### config.mk
export PLATFORM = sky130hd
export DESIGN_NAME = boot_sequencer
export DESIGN_NICKNAME = d
export VERILOG_FILES = /design/src/rtl/boot_seq_pkg.sv /design/src/rtl/rst_filter.sv /design/src/rtl/boot_fsm.sv /design/src/rtl/opt_capture.sv /design/src/rtl/boot_sequencer.sv
export SDC_FILE = /design/constraint.sdc
export NUM_CORES = 1
export LEC_CHECK = 0
export ABC_AREA = 0
export CAP_MARGIN = 20
export CELL_PAD_IN_SITES_DETAIL_PLACEMENT = 0
export CELL_PAD_IN_SITES_GLOBAL_PLACEMENT = 1
export CORE_ASPECT_RATIO = 0.6
export CORE_MARGIN = 10
export CORE_UTILIZATION = 41
export CTS_BUF_LIST = sky130_fd_sc_hd__clkbuf_8
export DETAILED_ROUTE_END_ITERATION = 12
export PLACE_DENSITY = 0.8
export SLEW_MARGIN = 40
export SYNTH_ARGS = -nofsm -noshare
export SYNTH_HDL_FRONTEND = slang
export SYNTH_SLANG_ARGS = --single-unit
export TNS_END_PERCENT = 10
### constraint.sdc
create_clock -name clk -period 2.4 [get_ports clk]
set_input_delay 0.36 -clock clk [delete_from_list [all_inputs] [get_ports clk]]
set_output_delay 0.36 -clock clk [all_outputs]
set_load 0.005 [all_outputs]
### src/rtl/boot_seq_pkg.sv
package boot_seq_pkg;

  typedef enum logic [1:0] {
    BS_IDLE = 2'd0,
    BS_WAIT = 2'd1,
    BS_LOAD = 2'd2,
    BS_RUN  = 2'd3
  } boot_state_e;

  // True while the window slot is one of the read slots.
  function automatic logic in_read_slot(input int unsigned slot, input int unsigned words);
    return slot < words;
  endfunction

  // True on the final slot of a span of the given length.
  function automatic logic span_last(input int unsigned slot, input int unsigned len);
    return slot == len - 1;
  endfunction

endpackage

### src/rtl/rst_filter.sv
module rst_filter #(
  parameter int RST_MIN = 4
) (
  input  logic clk,
  input  logic por_n,
  input  logic pin_n,
  output logic rst_active
);
  localparam int FW = $clog2(RST_MIN + 1);
  localparam logic [FW-1:0] FULL = FW'(RST_MIN);

  logic [FW-1:0] low_cnt;

  always_ff @(posedge clk or negedge por_n) begin
    if (!por_n)              low_cnt <= FULL;
    else if (pin_n)          low_cnt <= '0;
    else if (low_cnt != FULL) low_cnt <= low_cnt + 1'b1;
  end

  assign rst_active = (low_cnt == FULL);
endmodule

### src/rtl/boot_fsm.sv
module boot_fsm
  import boot_seq_pkg::*;
#(
  parameter int STAB_CYCLES = 40,
  parameter int LOAD_CYCLES = 512,
  parameter int OPT_WORDS   = 4,
  parameter int ADDR_W      = 2
) (
  input  logic              clk,
  input  logic              por_n,
  input  logic              rst_active,
  input  logic              osc_stable,
  output logic              in_load,
  output logic              opt_rd,
  output logic [ADDR_W-1:0] opt_addr,
  output logic              pc_clear,
  output logic              cpu_run,
  output logic              opt_valid
);
  localparam int CNT_MAX = (STAB_CYCLES > LOAD_CYCLES) ? STAB_CYCLES : LOAD_CYCLES;
  localparam int CW      = $clog2(CNT_MAX + 1);

  boot_state_e   state;
  logic [CW-1:0] cnt;
  logic          fresh;
  logic          stab_end;
  logic          load_end;

  assign stab_end = span_last(32'(cnt), STAB_CYCLES);
  assign load_end = span_last(32'(cnt), LOAD_CYCLES);

  always_ff @(posedge clk or negedge por_n) begin
    if (!por_n) begin
      state <= BS_IDLE;
      cnt   <= '0;
      fresh <= 1'b0;
    end else if (rst_active) begin
      state <= BS_IDLE;
      cnt   <= '0;
      fresh <= 1'b0;
    end else begin
      fresh <= 1'b0;
      case (state)
        BS_IDLE: begin
          state <= BS_WAIT;
          cnt   <= '0;
        end
        BS_WAIT: begin
          if (stab_end) begin
            if (osc_stable) begin
              state <= BS_LOAD;
              cnt   <= '0;
            end
          end else begin
            cnt <= cnt + 1'b1;
          end
        end
        BS_LOAD: begin
          if (load_end) begin
            state <= BS_RUN;
            cnt   <= '0;
            fresh <= 1'b1;
          end else begin
            cnt <= cnt + 1'b1;
          end
        end
        default: state <= BS_RUN;
      endcase
    end
  end

  assign in_load   = (state == BS_LOAD);
  assign opt_rd    = in_load && !rst_active && in_read_slot(32'(cnt), OPT_WORDS);
  assign opt_addr  = cnt[ADDR_W-1:0];
  assign pc_clear  = in_load && !rst_active && load_end;
  assign cpu_run   = (state == BS_RUN) && !rst_active;
  assign opt_valid = fresh && !rst_active;
endmodule

### src/rtl/opt_capture.sv
module opt_capture #(
  parameter int OPT_WORDS = 4,
  parameter int OPT_W     = 8,
  parameter int ADDR_W    = 2
) (
  input  logic                       clk,
  input  logic                       por_n,
  input  logic                       rst_active,
  input  logic                       rd,
  input  logic [ADDR_W-1:0]          addr,
  input  logic [OPT_W-1:0]           data,
  output logic [OPT_WORDS*OPT_W-1:0] words
);
  logic              rd_q;
  logic [ADDR_W-1:0] addr_q;

  always_ff @(posedge clk or negedge por_n) begin
    if (!por_n) begin
      rd_q   <= 1'b0;
      addr_q <= '0;
    end else begin
      rd_q   <= rd;
      addr_q <= addr;
    end
  end

  for (genvar g = 0; g < OPT_WORDS; g++) begin : g_word
    logic [OPT_W-1:0] word_q;
    always_ff @(posedge clk or negedge por_n) begin
      if (!por_n)                                word_q <= '0;
      else if (rst_active)                       word_q <= '0;
      else if (rd_q && addr_q == ADDR_W'(g))     word_q <= data;
    end
    assign words[g*OPT_W +: OPT_W] = word_q;
  end
endmodule

### src/rtl/boot_sequencer.sv
module boot_sequencer #(
  parameter int STAB_CYCLES = 40,
  parameter int LOAD_CYCLES = 512,
  parameter int OPT_WORDS   = 4,
  parameter int OPT_W       = 8,
  parameter int RST_MIN     = 4,
  localparam int ADDR_W     = (OPT_WORDS > 1) ? $clog2(OPT_WORDS) : 1
) (
  input  logic                       clk,
  input  logic                       por_n,
  input  logic                       rst_pin_n,
  input  logic                       osc_stable,
  output logic                       opt_rd,
  output logic [ADDR_W-1:0]          opt_addr,
  input  logic [OPT_W-1:0]           opt_data,
  output logic [OPT_WORDS*OPT_W-1:0] opt_words,
  output logic                       pc_clear,
  output logic                       cpu_run,
  output logic                       opt_valid
);
  logic rst_active;
  logic in_load;

  rst_filter #(.RST_MIN(RST_MIN)) u_filt (
    .clk        (clk),
    .por_n      (por_n),
    .pin_n      (rst_pin_n),
    .rst_active (rst_active)
  );

  boot_fsm #(
    .STAB_CYCLES (STAB_CYCLES),
    .LOAD_CYCLES (LOAD_CYCLES),
    .OPT_WORDS   (OPT_WORDS),
    .ADDR_W      (ADDR_W)
  ) u_fsm (
    .clk        (clk),
    .por_n      (por_n),
    .rst_active (rst_active),
    .osc_stable (osc_stable),
    .in_load    (in_load),
    .opt_rd     (opt_rd),
    .opt_addr   (opt_addr),
    .pc_clear   (pc_clear),
    .cpu_run    (cpu_run),
    .opt_valid  (opt_valid)
  );

  opt_capture #(
    .OPT_WORDS (OPT_WORDS),
    .OPT_W     (OPT_W),
    .ADDR_W    (ADDR_W)
  ) u_cap (
    .clk        (clk),
    .por_n      (por_n),
    .rst_active (rst_active),
    .rd         (opt_rd),
    .addr       (opt_addr),
    .data       (opt_data),
    .words      (opt_words)
  );
endmodule

# Yosys cells after proc, flatten, opt, wreduce, memory -nomap -nowiden
# Index checks and enable logic that the tools add are counted.
# classes
order_cmp	1
add_sub_neg	2
eq_ne	14
n_reduce_logical	20
mux	23
# op_table
op	n
$mux W8	8
$mux W10	4
$pmux W10 S3	1
$add A10 B1 Y10 const B	1
$eq A10 B6 Y1 const B	1
$eq A10 B9 Y1 const B	1
$lt A10 B3 Y1 const B	1
$reduce_bool A2 Y1	5
$logic_and A1 B1 Y1	9
$eq A2 B2 Y1 const B	4
$mux W2	4
$mux W3	2
$ne A3 B2 Y1 const B	2
$pmux W2 S3	1
$eq A2 B1 Y1 const B	2
$logic_not A2 Y1	2
$ne A4 B3 Y1 const B	1
$reduce_bool A4 Y1	1
$add A3 B1 Y3 const B	1
$eq A3 B3 Y1 const B	1
$mux W1	3
$ne A3 B1 Y1 const B	1
$ne A3 B3 Y1 const B	1
$reduce_and A3 Y1	1
2 further kinds	2
# totals
regBits	51
wordCells	70

# Logic depth before layout (Yosys ltp)
# logic_depth
word_depth	4
depth_mapped	7
ltp_nobuf	7

# By module
# Synthesis repeated with hierarchy kept, for this count alone.
# unflattened
cells_unflattened	231
hier_area_um2	2598.7
# modules_own_cells
module	cells_each	seq_area_each_um2	area_each_um2	n_inst
opt_capture	120	875.8	1526.5	1
boot_fsm	94	325.3	894.6	1
rst_filter	17	76.3	177.7	1

# Least setup slack after synthesis
# Ideal clock, no wire load.
# synth_timing
path_type	reg2reg
from	register u_fsm.cnt[0]
to	register u_fsm.cnt[0]
path_slack_ns	0.671
path_buffers	0
required_time_ns	2.335
arrival_ns	1.664
synth_period_minus_slack_ns	1.729
stages_incl_launch_ff	7
path_cell_list	dfrtp_1 ha_1 and3_1 and4_1 or2_1 nor2_2 mux2_2
# synth_between
elab_chain_len	4
elab_cells_between_ends	9
# synth_lines
element	line_no	text
from (decl)	boot_fsm.sv:24	logic [CW-1:0] cnt;
from (signal assigned)	boot_fsm.sv:55	cnt <= cnt + 1'b1;
from (signal assigned)	boot_fsm.sv:64	cnt <= cnt + 1'b1;
$add A10 B1 Y10 (tied with other cells)	boot_fsm.sv:55, boot_fsm.sv:64	
$mux W10 (on tied branches)	boot_fsm.sv:59, boot_fsm.sv:49	
$pmux W10 S3	boot_fsm.sv:43	case (state)
$mux W10	boot_fsm.sv:37	end else if (rst_active) begin
# Parallel ways exist; a longest one is shown, timed or not.
# A chain may end at the register's enable or synchronous reset.

# Final worst setup path
# layout_timing
from	register u_fsm.cnt[0]
to	output pc_clear
# layout_between
elab_chain_len	2
# layout_lines
element	line_no	text
$eq A10 B9 Y1	boot_seq_pkg.sv:17	return slot == len - 1;
$logic_and A1 B1 Y1	boot_fsm.sv:75	assign pc_clear = in_load && !rst_active && load_end;
to (decl)	boot_sequencer.sv:17	output logic pc_clear,
# No other way between the ends.

==> summary.md <==
| Metric | Value |
|---|---|
| Clock Skew | ~0.012 ns |
| Simple-gate area share of the yosys netlist | a little under a fifth |
| Cts bufs inserted | 5 |
| Number of flops mapped to enable cells by yosys | 0 |
| Vias | roughly 1.8k |
| Fill cells | slightly above 500 |
| Yosys top cell area share | 51.1% |
| Outcome | finished, final reports clean |
| Finished Layout Cells | 353 |
| Setup ws final | 0.118 ns |
| Total Wirelength | about 5800 um |
| Slowest stage cell, crit path | clkdlybuf4s50_1 |
| Cell Area, Synth | 0.00245 mm2 |
| Slew Limit Fails | 0 |
| Syn nets | about 240 |
| DRC violations left | 0 |
| Most instantiated cells after synthesis | 50 x dfrtp_1, 39 x nor2_1, 32 x mux2i_1 |
| GR Util met3 | under 10% |
| Endpoints failing hold | 0 |
| Clock tree sinks | a little over 50 |
| Ys async rst share | 100% |
| Syn_area_per_cell | 11.1 um2 |
| Netlist cell types | 40 |
| Routed len/inst | 16.4 um |
| CTS tree | done |
| DRT iter0 DRCs | 99 |
| Layout Nets | just under 300 |
| Largest delay contributor family on the critical path | buffers and inverters |
| P_leak | roughly 1.6 nW |
| WP data arrival | roughly 1.9 ns |
| I/O pin cnt | 50 |
| Placeable Area | roughly 0.0057 mm2 |
| CP Data Required Time | 2.04 ns |
| Worst Setup End Kind | output port |
| Placement Setup Slack | approximately 0.23 ns |
| Post-synthesis register bit count | a little over 50 |
| First-pass GRT wire length | between 9000 and 10000 um |
| Register area share after synthesis | ~52% |
| Post-Syn Instances | approximately 220 |
| Final min period | around 2.3 ns |
| Row count | 21 |
| Pwr per Cell Area | around 1100 mW/mm2 |
| Most numerous cell in the Yosys netlist | dfrtp_1 |
| GR Util met1 | about 17% |
| Area share of fa/ha/maj cells after synthesis | 4.60% |
| Worst-Skew Late Latency | approximately 0.31 ns |
| Max cap viols | 0 |
| DP Cell Count | 344 |
| Routability congestion estimate | roughly 0.8 |
| Die height | ~80 um |
| Worst-margin pin slew | around 0.66 ns |
| HP Class | primary input to asynchronous set/reset pin |
| Total global routing overflow | 0 |
| CP bufs+invs | 1 |
| Final setup fails | 0 |
| Cells along the critical path | ha_2, and3_4, nand4_4, nor2_1, clkdlybuf4s50_1 |
| Initial Utilization | 43.1% |
| Clock transition at path regs | about 0.10 ns |
| Synth area leader | dfrtp_1 |
| Slew HR | about 56% |
| Final Cycle Share | between 90 and 100% |
| Synth Warn # | 0 |
| Die ar. | about 0.0096 mm2 |
| Die width | 120 um |
| GR met2 Demand/Resource | 18.5% |
| Main area contributors after synthesis | dfrtp_1 51%, mux2i_1 13%, nor2_1 6.0%, ha_1 4.6%, a22o_1 2.1% |
| Vias in the first global route | 1804 |
| Maximum number of pins on one net before global-route repair | 52 |
| XOR/XNOR share of the synthesized area | under 10% |
| Vias per Instance | 5.04 |
| CP startpoint kind | flop |
| Initial antenna violation count | 0 |
| DR pass1 iterations | 4 |
| Worst vdd ir | 0.000469 V |
| Post-route ant nets | 0 |
| Post-DP HPWL | between 4000 and 5000 um |
| Top FF cell, synth | dfrtp_1 |
| CTS root buf | clkbuf_8 |
| Gr busiest metal | met2 |
| Layout area overhead | 29.3% |
| Total GRT Usage | 12.6% |
| Crit path largest cell delay | between 0.5 and 0.6 ns |
| Buffers added on ports | 49 |
| Layout cells sized above 1 | a little under an eighth |
| Worst Path Max Fanout | 6 |
| Post-synthesis compound-gate area fraction | about 7.2% |
| Multiplexer share of the synthesized area | 13.5% |
| Fin Setup TNS | 0 ns |
| Diode count | 0 |
| WS Path Type | flop to output port |
| FMAX | 0.438 GHz |
| Maximum clock path buffer count | 2 |
| Main combinational cell family by area after synthesis | simple AND/OR/NAND/NOR gates |
| Depth of the CTS H-tree | 2 |
[kinds of logic (layout without fill, tap and decap cells)]
family | after synthesis | in the layout
xor+xnor | 3 | 3
compound gates | 22 | 22
buf+inv | 14 | 66
flops | 51 | 51
mux | 33 | 33
fa+ha+maj | 9 | 9
simple gates | 89 | 89
[state kept, by name, indices dropped and copies added, names as in the netlist]
name / flops
u_cap.g_word.word_q: 32
u_fsm.cnt: 10
u_cap.addr_q: 2
u_fsm.fresh: 1
u_cap.rd_q: 1
u_filt.low_cnt: 3
u_fsm.state: 2
[final timing paths]
check / from / to / slack, ns / cells after the start
min: por_n / u_fsm.state[0] / 0.15 / 2
max: u_fsm.cnt[0] / pc_clear / 0.12 / 5
min in group clk: u_fsm.cnt[1] / u_cap.addr_q[1] / 0.46 / 0
max reg2reg: u_filt.low_cnt[0] / u_fsm.cnt[0] / 0.38 / 8
min reg2reg: u_fsm.cnt[1] / u_cap.addr_q[1] / 0.46 / 0
max in group asynchronous: por_n / u_fsm.cnt[3] / 1.76 / 2
[placed cells by master, fill, tap and decap left out, types with 2 or more instances in the layout]
cell,Yosys,layout
dfrtp_2,0,4
nor3_1,5,5
nor2_1,39,39
nor2b_1,5,5
nand3b_1,2,2
nor4_4,1,2
o21ai_1,5,5
o31ai_1,3,3
clkdlybuf4s50_1,0,47
xnor2_1,2,2
nand2_1,9,8
and3_1,6,6
ha_1,9,8
inv_1,4,4
mux2i_1,32,32
buf_4,2,4
and2_1,3,3
nand3_1,8,8
a22o_1,6,6
a21oi_1,2,2
clkbuf_8,0,6
dfrtp_1,50,46
[worst reg2reg max path: stages, from the launching register on]
cell	delay, ns
dfrtp_1	0.39
inv_1	0.09
ha_1	0.18
nand2_1	0.10
buf_6	0.16
and3_1	0.21
a22oi_4	0.33
nor2_2	0.14
mux2_2	0.28
[metal layers]
metal  share of wire, %  vias to the layer above
met5                  0                        -
met3                5.5                        5
met1                 48                      866
li1                   -                      869
met2                 45                       38
met4                1.0                        0
[where the power goes]
| part | internal [mW] | switching, mW | leakage, nW |
|---|---|---|---|
| Clock | 0.236 | 0.300 | 0.0474 |
| Combinational | 0.839 | 0.693 | 0.889 |
| Sequential | 1.15 | 0.194 | 0.659 |
| Total | 2.23 | 1.19 | 1.60 |
[cell type report]
class / count / area, um2 / share of cell area, %
Sequential cell: 51 / 1280 / 40.5
Clock inverter: 2 / 16.3 / 0.514
Inverter: 4 / 15.0 / 0.474
Multi-Input combinational cell: 156 / 1140 / 36.0
Timing Repair Buffer: 54 / 529 / 16.7
Tap cell: 80 / 100 / 3.16
Clock buffer: 6 / 82.6 / 2.61
[through the flow]
stage                     hold WS, ns  total power [mW]  utilization, %  cell area (um2)
after CTS                       0.186              3.46            55.3             3140
final                           0.146              3.41            55.8             3170
after floorplan                0.0644              2.10               -             2450
after global placement          0.462              2.89            53.3             3020
after detailed placement        0.473              2.91            53.3             3020
after global routing            0.202              3.70            55.8             3170
[repair_timing]
item | CTS | global route
gates resized for setup | 1 | 10
buffers inserted | 1 | 0
pin swaps | 1 | 0
hold buffers | 0 | 0
endpoints found under the setup margin | 1 | 2
endpoints found under the hold margin | 0 | 0
Note: power is estimated with default switching activity, not from simulation.
